## src/rtl/fpdma_pkg.sv

```systemverilog
package fpdma_pkg;
   typedef enum logic [1:0] {
      SEQ_IDLE  = 2'd0,
      SEQ_READ  = 2'd1,
      SEQ_WRITE = 2'd2
   } seq_state_e;

   localparam logic [1:0] SEL_MEM   = 2'd0;
   localparam logic [1:0] SEL_PORT  = 2'd1;
   localparam logic [1:0] SEL_COUNT = 2'd2;
   localparam logic [1:0] SEL_CTRL  = 2'd3;

   localparam int CTL_EN   = 0;
   localparam int CTL_WORD = 1;
   localparam int CTL_DEC  = 2;
   localparam int CTL_IRQ  = 3;
endpackage

```

## src/rtl/fpdma_regs.sv

```systemverilog
module fpdma_regs
   import fpdma_pkg::*;
#(
   parameter int ADDR_W = 24,
   parameter int PORT_W = 8,
   parameter int CNT_W  = 16
) (
   input  logic              clk,
   input  logic              rst_n,
   input  logic              cfg_we,
   input  logic [1:0]        cfg_sel,
   input  logic [ADDR_W-1:0] cfg_wdata,
   input  logic              busy,
   input  logic              xfer_done,
   output logic [ADDR_W-1:0] mem_addr,
   output logic [PORT_W-1:0] port_lo,
   output logic [CNT_W-1:0]  cnt,
   output logic              en,
   output logic              word_mode,
   output logic              dec_mode,
   output logic              irq_en,
   output logic              done
);
   localparam logic [ADDR_W-1:0] STEP_BYTE = ADDR_W'(1);
   localparam logic [ADDR_W-1:0] STEP_WORD = ADDR_W'(2);
   localparam logic [CNT_W-1:0]  CNT_ONE   = CNT_W'(1);

   if (CNT_W > ADDR_W) begin : g_chk_cnt
      $error("count width must fit in the write data width");
   end
   if (PORT_W >= ADDR_W) begin : g_chk_port
      $error("port field must be narrower than the address");
   end

   logic [ADDR_W-1:0] step;
   logic [ADDR_W-1:0] next_addr;
   logic              last_unit;
   logic              wr_ok;

   assign step      = word_mode ? STEP_WORD : STEP_BYTE;
   assign next_addr = dec_mode ? (mem_addr - step) : (mem_addr + step);
   assign last_unit = (cnt == CNT_ONE);
   assign wr_ok     = cfg_we & ~busy;

   always_ff @(posedge clk) begin
      if (!rst_n) begin
         mem_addr  <= '0;
         port_lo   <= '0;
         cnt       <= '0;
         en        <= 1'b0;
         word_mode <= 1'b0;
         dec_mode  <= 1'b0;
         irq_en    <= 1'b0;
         done      <= 1'b0;
      end else if (xfer_done) begin
         mem_addr <= next_addr;
         cnt      <= cnt - CNT_ONE;
         if (last_unit) begin
            en   <= 1'b0;
            done <= 1'b1;
         end
      end else if (wr_ok) begin
         case (cfg_sel)
            SEL_MEM:   mem_addr <= cfg_wdata;
            SEL_PORT:  port_lo  <= cfg_wdata[PORT_W-1:0];
            SEL_COUNT: cnt      <= cfg_wdata[CNT_W-1:0];
            default: begin
               en        <= cfg_wdata[CTL_EN];
               word_mode <= cfg_wdata[CTL_WORD];
               dec_mode  <= cfg_wdata[CTL_DEC];
               irq_en    <= cfg_wdata[CTL_IRQ];
               if (cfg_wdata[CTL_EN]) done <= 1'b0;
            end
         endcase
      end
   end

   AST_CNT_DEC: assert property (@(posedge clk) disable iff (!rst_n)
      xfer_done |=> cnt == CNT_W'($past(cnt) - CNT_ONE));
   AST_DONE_DISABLES: assert property (@(posedge clk) disable iff (!rst_n)
      $rose(done) |-> !en);
   AST_BYTE_UP_STEP: assert property (@(posedge clk) disable iff (!rst_n)
      xfer_done && !word_mode && !dec_mode |=> mem_addr == ADDR_W'($past(mem_addr) + STEP_BYTE));
   AST_BUSY_WRITE_IGNORED: assert property (@(posedge clk) disable iff (!rst_n)
      cfg_we && busy && !xfer_done |=> $stable(cnt) && $stable(port_lo));
endmodule

```

## src/rtl/fpdma_req.sv

```systemverilog
module fpdma_req #(
   parameter int NUM_SRC = 4,
   parameter int RX_SRC  = 0
) (
   input  logic               clk,
   input  logic               rst_n,
   input  logic [NUM_SRC-1:0] req,
   input  logic               en,
   input  logic               take,
   output logic               any_pend,
   output logic               sel_rx
);
   if (RX_SRC >= NUM_SRC) begin : g_chk_rx
      $error("receive source index out of range");
   end

   logic [NUM_SRC-1:0] pend;
   logic [NUM_SRC-1:0] below;
   logic [NUM_SRC-1:0] sel_oh;
   logic [NUM_SRC-1:0] clr;

   assign below[0]  = 1'b0;
   assign sel_oh[0] = pend[0];
   for (genvar i = 1; i < NUM_SRC; i++) begin : g_prio
      assign below[i]  = below[i-1] | pend[i-1];
      assign sel_oh[i] = pend[i] & ~below[i];
   end

   assign clr      = take ? sel_oh : '0;
   assign any_pend = |pend;
   assign sel_rx   = sel_oh[RX_SRC];

   always_ff @(posedge clk) begin
      if (!rst_n)   pend <= '0;
      else if (!en) pend <= '0;
      else          pend <= (pend & ~clr) | req;
   end

   AST_ONE_WINNER: assert property (@(posedge clk) disable iff (!rst_n)
      $onehot0(sel_oh));
   AST_HELD_PENDING: assert property (@(posedge clk) disable iff (!rst_n)
      any_pend && en && !take |=> any_pend || !en);
endmodule

```

## src/rtl/fpdma_seq.sv

```systemverilog
module fpdma_seq
   import fpdma_pkg::*;
#(
   parameter int ADDR_W = 24,
   parameter int DATA_W = 16
) (
   input  logic              clk,
   input  logic              rst_n,
   input  logic              en,
   input  logic              any_pend,
   input  logic              sel_rx,
   input  logic [ADDR_W-1:0] mem_addr,
   input  logic [ADDR_W-1:0] port_addr,
   input  logic              word_mode,
   input  logic [DATA_W-1:0] bus_rdata,
   input  logic              bus_ready,
   output logic              take,
   output logic              busy,
   output logic              xfer_done,
   output logic              bus_rd,
   output logic              bus_wr,
   output logic              bus_word,
   output logic [ADDR_W-1:0] bus_addr,
   output logic [DATA_W-1:0] bus_wdata
);
   localparam int BYTE_W = 8;

   if (DATA_W != 2 * BYTE_W) begin : g_chk_data
      $error("data path must be two bytes wide");
   end

   seq_state_e        state;
   logic              dir_rx;
   logic [DATA_W-1:0] data_q;
   logic [DATA_W-1:0] capture;

   assign capture   = word_mode ? bus_rdata
                                : {{(DATA_W-BYTE_W){1'b0}}, bus_rdata[BYTE_W-1:0]};
   assign take      = (state == SEQ_IDLE) && en && any_pend;
   assign busy      = (state != SEQ_IDLE);
   assign bus_rd    = (state == SEQ_READ);
   assign bus_wr    = (state == SEQ_WRITE);
   assign xfer_done = bus_wr && bus_ready;
   assign bus_word  = word_mode;
   assign bus_wdata = data_q;

   always_comb begin
      if (bus_rd) bus_addr = dir_rx ? port_addr : mem_addr;
      else        bus_addr = dir_rx ? mem_addr : port_addr;
   end

   always_ff @(posedge clk) begin
      if (!rst_n) begin
         state  <= SEQ_IDLE;
         dir_rx <= 1'b0;
         data_q <= '0;
      end else begin
         case (state)
            SEQ_IDLE: if (take) begin
               state  <= SEQ_READ;
               dir_rx <= sel_rx;
            end
            SEQ_READ: if (bus_ready) begin
               data_q <= capture;
               state  <= SEQ_WRITE;
            end
            SEQ_WRITE: if (bus_ready) state <= SEQ_IDLE;
            default: state <= SEQ_IDLE;
         endcase
      end
   end

   AST_NO_RW_OVERLAP: assert property (@(posedge clk) disable iff (!rst_n)
      !(bus_rd && bus_wr));
   AST_READ_HOLD: assert property (@(posedge clk) disable iff (!rst_n)
      bus_rd && !bus_ready |=> bus_rd && $stable(bus_addr));
   AST_WRITE_FOLLOWS_READ: assert property (@(posedge clk) disable iff (!rst_n)
      bus_rd && bus_ready |=> bus_wr);
   AST_START_NEEDS_EN: assert property (@(posedge clk) disable iff (!rst_n)
      $rose(bus_rd) |-> $past(en));
endmodule

```

## src/rtl/fpdma_channel.sv

```systemverilog
module fpdma_channel
   import fpdma_pkg::*;
#(
   parameter int ADDR_W  = 24,
   parameter int PORT_W  = 8,
   parameter int CNT_W   = 16,
   parameter int DATA_W  = 16,
   parameter int NUM_SRC = 4,
   parameter int RX_SRC  = 0,
   parameter bit IRQ_REG = 1'b0
) (
   input  logic               clk,
   input  logic               rst_n,
   input  logic               cfg_we,
   input  logic [1:0]         cfg_sel,
   input  logic [ADDR_W-1:0]  cfg_wdata,
   input  logic [NUM_SRC-1:0] req,
   output logic [ADDR_W-1:0]  bus_addr,
   output logic               bus_rd,
   output logic               bus_wr,
   output logic               bus_word,
   output logic [DATA_W-1:0]  bus_wdata,
   input  logic [DATA_W-1:0]  bus_rdata,
   input  logic               bus_ready,
   output logic               active,
   output logic               done,
   output logic               irq
);
   localparam int PAD_W = ADDR_W - PORT_W;

   logic [ADDR_W-1:0] mem_addr;
   logic [PORT_W-1:0] port_lo;
   logic [ADDR_W-1:0] port_addr;
   logic [CNT_W-1:0]  cnt;
   logic              en, word_mode, dec_mode, irq_en;
   logic              busy, xfer_done, take, any_pend, sel_rx;

   assign port_addr = {{PAD_W{1'b1}}, port_lo};
   assign active    = en;

   fpdma_regs #(.ADDR_W(ADDR_W), .PORT_W(PORT_W), .CNT_W(CNT_W)) u_regs (
      .clk(clk), .rst_n(rst_n), .cfg_we(cfg_we), .cfg_sel(cfg_sel),
      .cfg_wdata(cfg_wdata), .busy(busy), .xfer_done(xfer_done),
      .mem_addr(mem_addr), .port_lo(port_lo), .cnt(cnt), .en(en),
      .word_mode(word_mode), .dec_mode(dec_mode), .irq_en(irq_en), .done(done)
   );

   fpdma_req #(.NUM_SRC(NUM_SRC), .RX_SRC(RX_SRC)) u_req (
      .clk(clk), .rst_n(rst_n), .req(req), .en(en), .take(take),
      .any_pend(any_pend), .sel_rx(sel_rx)
   );

   fpdma_seq #(.ADDR_W(ADDR_W), .DATA_W(DATA_W)) u_seq (
      .clk(clk), .rst_n(rst_n), .en(en), .any_pend(any_pend), .sel_rx(sel_rx),
      .mem_addr(mem_addr), .port_addr(port_addr), .word_mode(word_mode),
      .bus_rdata(bus_rdata), .bus_ready(bus_ready), .take(take), .busy(busy),
      .xfer_done(xfer_done), .bus_rd(bus_rd), .bus_wr(bus_wr),
      .bus_word(bus_word), .bus_addr(bus_addr), .bus_wdata(bus_wdata)
   );

   if (IRQ_REG) begin : g_irq_reg
      logic irq_q;
      always_ff @(posedge clk) begin
         if (!rst_n) irq_q <= 1'b0;
         else        irq_q <= done & irq_en;
      end
      assign irq = irq_q;
   end else begin : g_irq_comb
      assign irq = done & irq_en;
   end

   AST_PORT_FIXED: assert property (@(posedge clk) disable iff (!rst_n)
      busy |=> $stable(port_addr));
   AST_PORT_SIDE_HIGH: assert property (@(posedge clk) disable iff (!rst_n)
      (bus_rd || bus_wr) |-> (bus_addr == port_addr) || (bus_addr == mem_addr));
endmodule

```

## config.mk

```make
export PLATFORM = sky130hd
export DESIGN_NAME = fpdma_channel
export DESIGN_NICKNAME = d
export VERILOG_FILES = /design/src/rtl/fpdma_pkg.sv /design/src/rtl/fpdma_regs.sv /design/src/rtl/fpdma_req.sv /design/src/rtl/fpdma_seq.sv /design/src/rtl/fpdma_channel.sv
export SDC_FILE = /design/constraint.sdc
export NUM_CORES = 1
export LEC_CHECK = 0
export BUFFER_PORTS_ARGS = -buffer_cell sky130_fd_sc_hd__buf_2
export CAP_MARGIN = 20
export CORE_UTILIZATION = 35
export DETAILED_ROUTE_END_ITERATION = 10
export GPL_TIMING_DRIVEN = 1
export PLACE_DENSITY_LB_ADDON = 0.12
export REMOVE_ABC_BUFFERS = 1
export SETUP_SLACK_MARGIN = 0.15
export SYNTH_ARGS = -nofsm -noshare
export SYNTH_HDL_FRONTEND = slang
export SYNTH_SLANG_ARGS = --single-unit
```

## constraint.sdc

```tcl
create_clock -name clk -period 2.7 [get_ports clk]
set_input_delay 0 -clock clk [delete_from_list [all_inputs] [get_ports clk]]
set_output_delay 0 -clock clk [all_outputs]
set_load 0.03 [all_outputs]
```

== Word level (Yosys, flattened, before mapping) ==
Cells that the tools add are included.
Operators by class
  add/subtract/negate cells: 3
  equality and inequality tests: 10
  muxes and demuxes: 26
  bitwise gates (word level): 16
  reductions and logical operators: 22
Operator list (count)
  2-to-1 mux 24 bit: 7
  2-to-1 mux 16 bit: 4
  adder 24 bit: 1
  subtractor 24 bit: 1
  == test 16 x 1 -> 1 bit, second input constant: 1
  subtractor 16 x 1 -> 16 bit, second input constant: 1
  AND reduction 3 bit: 4
  AND reduction 2 bit: 5
  nonzero test 2 bit: 5
  2-to-1 mux 1 bit: 9
  2-to-1 mux 2 bit: 4
  inequality test 2 bit, second input constant: 3
  inverter 1 bit: 6
  case mux 2 bit (3 select lines): 1
  AND 1 bit: 5
  AND 4 bit: 1
  == test 2 x 1 -> 1 bit, second input constant: 2
  == test 2 bit, second input constant: 2
  zero test 2 bit: 2
  2-to-1 mux 4 bit: 1
  inequality test 2 x 1 -> 1 bit, second input constant: 2
  inverter 4 bit: 1
  OR 4 bit: 1
  AND reduction 4 bit: 1
  4 further kinds: 7
Storage, ports and cells
  flip-flop bits (word level): 76
  logic and storage cells: 89

== Depth between registers and ports, before layout ==
Gate-level depths: netlist (run 1).
  depth after elaboration: 8
  mapped depth: 12
  mapped depth without buffers: 11

== Hierarchy ==
A second synthesis (run 1) with hierarchy kept.
Unflattened totals
  cells, all modules: 631
  area total of the unflattened synthesis: 5063.6 um^2
By module, submodules not included
  fpdma_regs: times used 1, cells each 493, area an instance 3754.9 um^2, sequential area each 1061.0 um^2
  fpdma_seq: times used 1, cells each 117, area an instance 1146.1 um^2, sequential area each 380.4 um^2
  fpdma_req: times used 1, cells each 19, area an instance 152.6 um^2, sequential area each 80.1 um^2
  fpdma_channel: times used 1, cells each 2, area an instance 10.0 um^2, sequential area each 0.0 um^2

== Least setup slack after synthesis (run 1) ==
OpenSTA, ideal clock, no wires.
  path kind: reg2reg
  from: register u_regs.dec_mode
  to: register u_regs.mem_addr[17]
  library setup time: 114 ps
  arrival: 2847 ps
  setup slack: -262 ps
  stages on the path, launching flop included: 10
  path buffers: 0
  period minus slack after synthesis: 2962 ps
  path through: dfxtp_1 -> nor2b_1 -> ha_1 -> nor2b_1 -> o31a_1 -> o31a_1 -> or3_1 -> a21oi_1 -> xor2_1 -> a2111oi_0
Between the ends
  longest elaborated chain between the ends: 2
RTL lines
  start: declaration: RTL line fpdma_regs.sv:20  | output logic dec_mode,
  start signal: assignment: RTL line fpdma_regs.sv:70  | dec_mode <= cfg_wdata[CTL_DEC];
  2-to-1 mux 24 bit: RTL line fpdma_regs.sv:41  | assign next_addr = dec_mode ? (mem_addr - step) : (mem_addr + step);
  2-to-1 mux 24 bit: RTL line fpdma_regs.sv:55  | end else if (xfer_done) begin
  end signal: assignment: RTL line fpdma_regs.sv:56  | mem_addr <= next_addr;
  end signal: assignment: RTL line fpdma_regs.sv:64  | SEL_MEM: mem_addr <= cfg_wdata;
  end: declaration: RTL line fpdma_regs.sv:15  | output logic [ADDR_W-1:0] mem_addr,
Every way passes these cells.
A chain may end at the register's enable or synchronous reset.

== Worst setup path after layout (run 1) ==
  from: register u_regs.dec_mode
  to: register u_regs.mem_addr[21]
Same word-level chain as after synthesis.

==> metrics, run 1 <==
status=completed; headroom to the max-slew limit=46.9%; most numerous cell in the Yosys netlist=dfxtp_1; global routing usage on met3=3.50%; post-synthesis sequential area ratio=approximately a third; Die W=around 120 um; All-Layer GR Usage=a little over a fifth; Tcrit/Tclk final=a little over nine tenths; peak fanout along the critical path=3; Finish-stage setup viols=0; vias per cell=5.28; filler cell count in the final layout=around 1300; gpl congestion=around 0.83; PortBufs=95; P_leak=0.00274 uW; HPWL after DPL=between 10 and 15 mm; global-route wire length before repair=around 23 mm; Worst Hold Class=in2reg; I/O pin total=96; Initial Util=between 30% and 40%; GR peak layer=met2; routed length per instance=around 16 um; ys flop type=dfxtp_1; Crit Path Class=reg2reg; share of the synthesized area in the top cell type=between 30 and 40%; RSZ-0062 raised after global routing=true; f_max=around 400 MHz; CP required=between 2 and 3 ns; Critical Path AT=about 2.8 ns; EDFF count, synth=0; Root Buffer=clkbuf_16; ANT nets after route=0; Tmin final=2.57 ns; Cells after Synth=574; vias in the first global route=between 4000 and 5000; core box area=roughly 13000 um2; Final Power=2670 uW; mapped cell area=4620 um2; Clock Skew=0.00629 ns; fraction of layout cells with a size suffix above 1=between 20% and 30%; Layout area overhead=32.7%; vias=4699; Critical Path Source Type=flop; Synth Register Bits=between 70 and 80; Rows=between 40 and 50; Least-Margin Pin Slew=0.793 ns; PD cells=approximately 440 nW/um2; largest net degree at the start of global routing=34; die area=13700 um2; CTS Buffer Depth=2; TritonCTS clock tree=built; max-slew violations=0; # diodes=0; Max-Cap Viols=0; cell accounting for the most synthesized area=dfxtp_1; Final nets=between 700 and 800; crit end category=flop; met2 usage=between 30% and 40%; met1 GRT Util=28.2%; worst hold path depth=4; Pre-Repair DR Iteration Count=4; Reg2Reg Depth=9; Storage cell area=about 1500 um2; post-route cell area=about 6000 um2; routed wire length=14.3 mm; Initial DRC Count=approximately 240; final core occ=between 40 and 50%; TritonCTS Buffers=9; Max VDD drop=roughly 0.00023 V; final hold violation count=0; initial antenna violation count=0; cells taking the most area after synthesis=dfxtp_1 33%, ha_1 6.8%, a21oi_1 6.4%; worst skew pair latency=between 0.3 and 0.4 ns; clk slew on worst S/H paths=around 0.06 ns; Syn Area/Cell=around 8.0 um2; H-tree levels=3; synth cell count leaders=76 x dfxtp_1, 64 x nand2_1, 59 x a21oi_1, 54 x nor2_1, 28 x o21ai_0; Cell variety after synth=between 50 and 60; Post-synth ARST share=0%; CTS Sinks=76; warnings from Yosys=0; chip height=~120 um; grt ovf=0; DRC Markers=0; placed inst area=5370 um2; multi-input logic area=just over 3000 um2
[state kept, by name, indices dropped and copies added (netlist names)]
signal / cells
u_seq.state: 2
u_regs.dec_mode: 1
u_regs.done: 1
u_seq.dir_rx: 1
u_regs.irq_en: 1
u_req.pend: 4
u_regs.word_mode: 1
u_seq.bus_wdata: 16
u_regs.en: 1
u_regs.port_lo: 8
u_regs.mem_addr: 24
u_regs.cnt: 16
[placed cells by master, fill, tap and decap left out, drive strengths merged, types with 18 or more instances in the layout]
| cell | Yosys | routed |
|---|---|---|
| ha | 25 | 25 |
| dfxtp | 76 | 76 |
| a21o | 18 | 18 |
| o21ai | 28 | 28 |
| buf | 3 | 122 |
| mux2i | 23 | 23 |
| a21oi | 59 | 59 |
| nor2 | 56 | 56 |
| dlygate4sd3 | 0 | 36 |
| nand2 | 64 | 64 |
[per-layer routing]
layer  wire (um)  vias up  share of wire, %
li1            -     2385                 -
met1        6810     2177                48
met2        6490      118                45
met3         696       19               4.9
met4         325        0               2.3
met5           0        -                 0
[critical path: stages, from the launching register on]
cell and delay (ns):
dfxtp_2 0.35, nor2b_4 0.18, ha_4 0.21, nor2b_4 0.12, o31a_1 0.32, o31a_1 0.32
or3_4 0.37, a311oi_2 0.30, xor2_1 0.18, o22ai_1 0.08
[path summary, 6_finish.rpt]
kind                            start                   to  slack, ns
setup reg to reg      u_regs.dec_mode  u_regs.mem_addr[21]       0.13
hold reg to reg   u_seq.bus_wdata[12]  u_seq.bus_wdata[12]       0.45
setup / recovery      u_regs.dec_mode  u_regs.mem_addr[21]       0.13
hold / removal              bus_ready       u_seq.state[0]       0.02
[cells by family (layout without fill, tap and decap cells)]
kind of cell               after synthesis  after routing  synth area share [%]
DFF                                     76             76                  32.9
AOI/OAI and AO/OA                      173            173                  24.0
and+or+nand+nor                        209            209                  22.1
adders and majority gates               26             26                  7.20
xor gates and xnor gates                17             17                  3.22
muxes                                   32             32                  7.18
buffers and inverters                   41            185                  3.44
[repair_timing]
action / in CTS / in global routing
hold buffers: 36 / 0
hold endpoints to repair: 45 / 0
gates resized for setup: 5 / 20
buffers inserted: 0 / 4
setup endpoints to repair: 2 / 12
pin swaps: 1 / 12
[metrics by stage]
step / instances / setup TNS [ns] / setup slack, ns / hold slack, ns
floorplan: 544 / -0.564 / -0.268 / 0.117
global placement: 834 / 0 / 0.102 / 0.208
detailed placement: 834 / -0.0111 / -0.0111 / 0.215
CTS: 886 / 0 / 0.104 / 0.0160
global route: 890 / 0 / 0.0214 / 0.0378
finish: 890 / 0 / 0.132 / 0.0233
[report_power, final]
group	switching, uW	internal, uW	leakage (uW)	total, uW
registers	25.0	1150	0.000617	1180
clock network	490	622	0.000127	1110
logic	203	178	0.00200	381
[area by class of cell]
type	instances	area share, %
timing repair buffer	158	17.0
tap	172	3.51
clock buffer	12	3.86
sequential	76	24.8
inverter	11	0.673
clock inverter	4	0.429
multi-input combinational	457	49.7
(Power assumes the default switching activity.)
==> run 2: changes to the inputs <==
- clock period: 2.7 -> 2.3 ns (I/O delays scaled with it)
==> run 2 against run 1 <==
  * The flow now finishes with violations (setup timing)
  * Sequential power up 17%
  * Largest power group is now the clock network
  * Power increased by 32%
  * Critical endpoint is now u_regs.mem_addr[17]
  * Combinational power increased by 34%
  * Routed wire length increased by 8.1%
==> metrics, run 2 (same netlist as run 1, synthesis figures left out) <==
Top reg by flops=u_regs.mem_addr; Max VDD drop=0.000278 V; TritonCTS Buffers=9; DP Cell Count=slightly below 900; worst skew pair latency=roughly 0.34 ns; global-route wire length before repair=around 24 mm; die area=between 10000 and 15000 um2; Cell Count, Final, Fillers Out=~940; Pre-Repair DR Iteration Count=5; routed length per instance=between 15 and 20 um; DRC Markers=0; crit end category=flop; clk slew on worst S/H paths=~0.060 ns; All-Layer GR Usage=a little under a quarter; peak fanout along the critical path=3; Initial DRC Count=approximately 340; TritonCTS clock tree=built; Critical Path AT=between 2 and 3 ns; vias in the first global route=4787; final hold violation count=0; CP required=2.52 ns; Least-Margin Pin Slew=0.569 ns; headroom to the max-slew limit=between 60 and 70%; CTS Sinks=76; Clock Skew=a little over 0.005 ns; max-slew violations=0; Finish-stage setup viols=7; commonest non-fill, non-tap cells in the layout=95 x buf_2, 72 x dfxtp_1, 68 x buf_4, 61 x nand2_1, 53 x nor2_1; vias=between 5000 and 6000; I/O pin total=96; crit path from=u_regs.dec_mode; initial antenna violation count=0; Setup TNS=-0.364 ns; Storage cell area=~1500 um2; final core occ=between 50% and 60%; HPWL after DPL=around 11 mm; status=finished, violations left; Crit Path Class=reg2reg; CTS Buffer Depth=2; f_max=between 400 and 500 MHz; vias per cell=~5.4; RSZ-0062 raised after global routing=true; critical path's slowest cell=or3_4; most common cell after layout, fill and taps aside=buf_2; Tmin final=2.43 ns; H-tree levels=3; filler cell count in the final layout=about 1300; core box area=around 13000 um2; chip height=~120 um; min-delay src=cfg_wdata[15]; Worst Hold Class=in2reg; Critical Path Source Type=flop; multi-input logic area=3280 um2; max reg flops=24; largest net degree at the start of global routing=36; Max-Cap Viols=0; Rows=41; Layout area overhead=47.5%; pre-CTS worst setup slack=-0.342 ns; Initial Util=between 30% and 40%; Tcrit/Tclk final=106%; PortBufs=between 90 and 100; ANT nets after route=0; # diodes=0; grt ovf=0; gpl congestion=between 0.8 and 0.9; Setup WS post-layout=-0.127 ns; Root Buffer=clkbuf_16; fraction of layout cells with a size suffix above 1=around a third; routed wire length=around 15 mm; CP Cell Sequence=nor2b_4 -> ha_4 -> nor2b_4 -> o31a_1 -> o31a_1 -> or3_4 -> a21oi_2 -> xor2_1 -> a2111oi_1; Final nets=roughly 840; P_leak=slightly above 0.003 uW; final hold slack=about 0.031 ns; r2r startpoint=u_regs.dec_mode; Die W=between 100 and 150 um; PD cells=515 nW/um2; violated checks=setup timing; Worst path max stage delay=~0.37 ns
[run 2: changes by cell type in the layout (fill, tap and decap cells not counted), moves of 4 or more]
cell / previous run / this run
ha_4: 2 / 6
buf_6: 1 / 5
a21oi_1: 57 / 50
buf_4: 26 / 68
ha_1: 23 / 19
a21oi_2: 2 / 8
[run 2: where the power goes]
group / internal, uW / leakage [uW] / switching, uW
registers: 1350 / 0.000618 / 29.7
clock network: 1010 / 0.000166 / 603
logic: 248 / 0.00225 / 263
total: 2610 / 0.00304 / 896
[run 2: worst max-delay path: cells and delay by family, from the launching register on]
family / cells / cell delay, ns
adder cells (fa/ha/maj): 1 / 0.21
AND/OR/NAND/NOR: 3 / 0.67
AO/OA/AOI/OAI: 4 / 1.02
XOR/XNOR: 1 / 0.08
flip-flops: 1 / 0.35
[run 2: worst paths after layout]
kind | endpoint | slack [ns] | depth (start not counted)
setup / recovery | u_regs.mem_addr[17] | -0.13 | 9
hold / removal | u_regs.cnt[15] | 0.03 | 3
setup reg to reg | u_regs.mem_addr[17] | -0.13 | 9
hold reg to reg | u_seq.bus_wdata[6] | 0.45 | 2
[run 2: cell type report]
cell class / count / area share [%]
inverters: 11 / 0.643
clock inverters: 5 / 1.21
well taps: 172 / 3.16
flip-flops and latches: 76 / 22.4
repair buffers: 205 / 20.8
multi-input cells: 457 / 48.1
clock buffers: 11 / 3.71
[run 2: metal layers]
metal,vias to the layer above,global-route usage (%),routed length [um]
li1,2475,-,-
met1,2384,29.5,7010
met2,143,39.5,7290
met3,22,4.33,882
met4,0,9.20,308
met5,-,0,0
[run 2: repair_timing]
action	4_1_cts	5_1_grt
setup endpoints to repair	19	24
hold buffers	36	0
pin swaps	21	17
hold endpoints to repair	45	0
buffers inserted	5	4
gates resized for setup	51	29
[run 2: metrics by stage]
step | instance area (um2) | power [uW]
floorplan | 4500 | 1640
global placement | 5690 | 1820
detailed placement | 5690 | 1830
CTS | 6640 | 3530
global route | 6810 | 3660
finish | 6810 | 3510
==> run 3: changes to the inputs <==
- CORE_MARGIN: default -> 8
- CTS_BUF_LIST: default -> sky130_fd_sc_hd__clkbuf_4 sky130_fd_sc_hd__clkbuf_8
==> run 3 against run 2 <==
  * The flow still finishes with violations (setup timing)
  * Worst setup slack improved by 0.025 ns
  * Die area increased by 25%
  * Sequential power hardly changed
  * Largest power group is now sequential cells
  * Critical endpoint unchanged
  * Combinational power is 4% higher
  * Utilization decreased by 1.4 points
  * Final area rose by 0.22%
  * First-iteration DRC count shrank 42%
  * Flip-flop and latch count did not move
==> metrics, run 3 (same netlist as run 1, synthesis figures left out) <==
Layout area overhead=47.8%; max reg flops=24; TritonCTS clock tree=built; DP Cell Count=slightly below 900; chip height=about 130 um; global-route wire length before repair=25.3 mm; CP required=roughly 2.6 ns; grt ovf=0; Critical Path Source Type=flop; Worst Hold Class=in2reg; max-slew violations=0; All-Layer GR Usage=a little under a fifth; Cell Count, Final, Fillers Out=955; core box area=between 10000 and 15000 um2; P_leak=approximately 0.003 uW; routed wire length=16.1 mm; largest net degree at the start of global routing=35; vias in the first global route=roughly 5000; Setup WS post-layout=-0.102 ns; Rows=42; vias per cell=about 5.2; Crit Path Class=reg2reg; f_max=approximately 420 MHz; Pre-Repair DR Iteration Count=4; I/O pin total=96; DRC Markers=0; r2r startpoint=u_regs.dec_mode; initial antenna violation count=0; crit end category=flop; Initial DRC Count=between 150 and 200; Final nets=between 800 and 900; Finish-stage setup viols=7; Top reg by flops=u_regs.mem_addr; status=finished, violations left; die area=about 17000 um2; ANT nets after route=0; clk slew on worst S/H paths=~0.08 ns; fraction of layout cells with a size suffix above 1=approximately 36%; Tmin final=around 2.4 ns; PortBufs=95; RSZ-0062 raised after global routing=true; most common cell after layout, fill and taps aside=buf_2; commonest non-fill, non-tap cells in the layout=95 x buf_2, 72 x buf_4, 72 x dfxtp_1, 61 x nand2_1, 54 x nor2_1; final core occ=between 50% and 60%; worst skew pair latency=~0.38 ns; CTS Sinks=76; vias=between 4000 and 5000; gpl congestion=approximately 0.87; Max-Cap Viols=0; Least-Margin Pin Slew=around 0.58 ns; Critical Path AT=about 2.7 ns; final hold violation count=0; min-delay src=cfg_wdata[17]; Tcrit/Tclk final=104%; final hold slack=between 0.02 and 0.025 ns; routed length per instance=between 15 and 20 um; # diodes=0; violated checks=setup timing; PD cells=around 440 nW/um2; crit path from=u_regs.dec_mode; CTS Buffer Depth=2; Root Buffer=clkbuf_8; headroom to the max-slew limit=between 60% and 70%; peak fanout along the critical path=3; H-tree levels=3; Clock Skew=approximately 0.013 ns; Max VDD drop=0.000238 V; TritonCTS Buffers=9; Initial Util=about a third; HPWL after DPL=roughly 12 mm; Die W=approximately 130 um
run 3: changes by cell type in the layout (fill, tap and decap cells not counted), sizes merged:
| cell | before | now |
|---|---|---|
| buf | 169 | 177 |
| dlygate4sd3 | 36 | 42 |
| bufinv | 2 | 1 |
| clkinvlp | 0 | 1 |
run 3: per-stage QoR:
| step | setup TNS, ns | power (uW) | area, um2 | worst slack (ns) |
|---|---|---|---|---|
| 2_1_floorplan | -6.24 | 1640 | 4500 | -0.668 |
| 3_3_place_gp | -1.86 | 1830 | 5740 | -0.333 |
| 3_5_place_dp | -2.47 | 1830 | 5740 | -0.418 |
| 4_1_cts | -0.579 | 3010 | 6550 | -0.144 |
| 5_1_grt | -1.31 | 3160 | 6830 | -0.208 |
| 6_report | -0.373 | 3010 | 6830 | -0.102 |
run 3: critical path, cell delays in order (launching register included):
cell and delay, ns:
dfxtp_2 0.36, nor2b_4 0.17, ha_4 0.20, nor2b_4 0.12, o31a_1 0.26, o31a_1 0.27, or3_4 0.37, a21oi_2 0.15
xor2_1 0.08, a2111oi_1 0.31
run 3: layer usage:
| layer | part of all wire (%) | up-vias | track usage (%) |
|---|---|---|---|
| met4 | 1.4 | 0 | 6.55 |
| li1 | - | 2495 | - |
| met2 | 47 | 130 | 31.6 |
| met3 | 6.0 | 14 | 2.88 |
| met1 | 46 | 2315 | 24.4 |
| met5 | 0 | - | 0 |
run 3: area by class of cell:
| type | count | area (um2) |
|---|---|---|
| fill | 1279 | 6260 |
| multi-input combinational | 457 | 3280 |
| timing repair buffer | 219 | 1560 |
| sequential | 76 | 1530 |
| tap | 176 | 220 |
| clock buffer | 11 | 145 |
| clock inverter | 5 | 60.1 |
| inverter | 11 | 43.8 |
run 3: path summary, 6_finish.rpt:
check        slack [ns]                  end  depth (start not counted)
max               -0.10  u_regs.mem_addr[17]                          9
min                0.02  u_regs.mem_addr[17]                          3
max reg2reg       -0.10  u_regs.mem_addr[17]                          9
min reg2reg        0.45  u_seq.bus_wdata[12]                          2
run 3: power by group:
group | switching, uW | total [uW] | internal, uW | leakage [uW]
Combinational | 264 | 530 | 266 | 0.00233
Sequential | 28.7 | 1380 | 1350 | 0.000618
Clock | 559 | 1110 | 548 | 0.000103
Total | 852 | 3010 | 2160 | 0.00306
run 3: repair_timing:
item	4_1_cts	5_1_grt
endpoints found under the setup margin	28	29
setup buffers	6	5
gates resized for setup	38	46
hold endpoints to repair	57	0
pin swaps	16	25
hold buffers	42	0
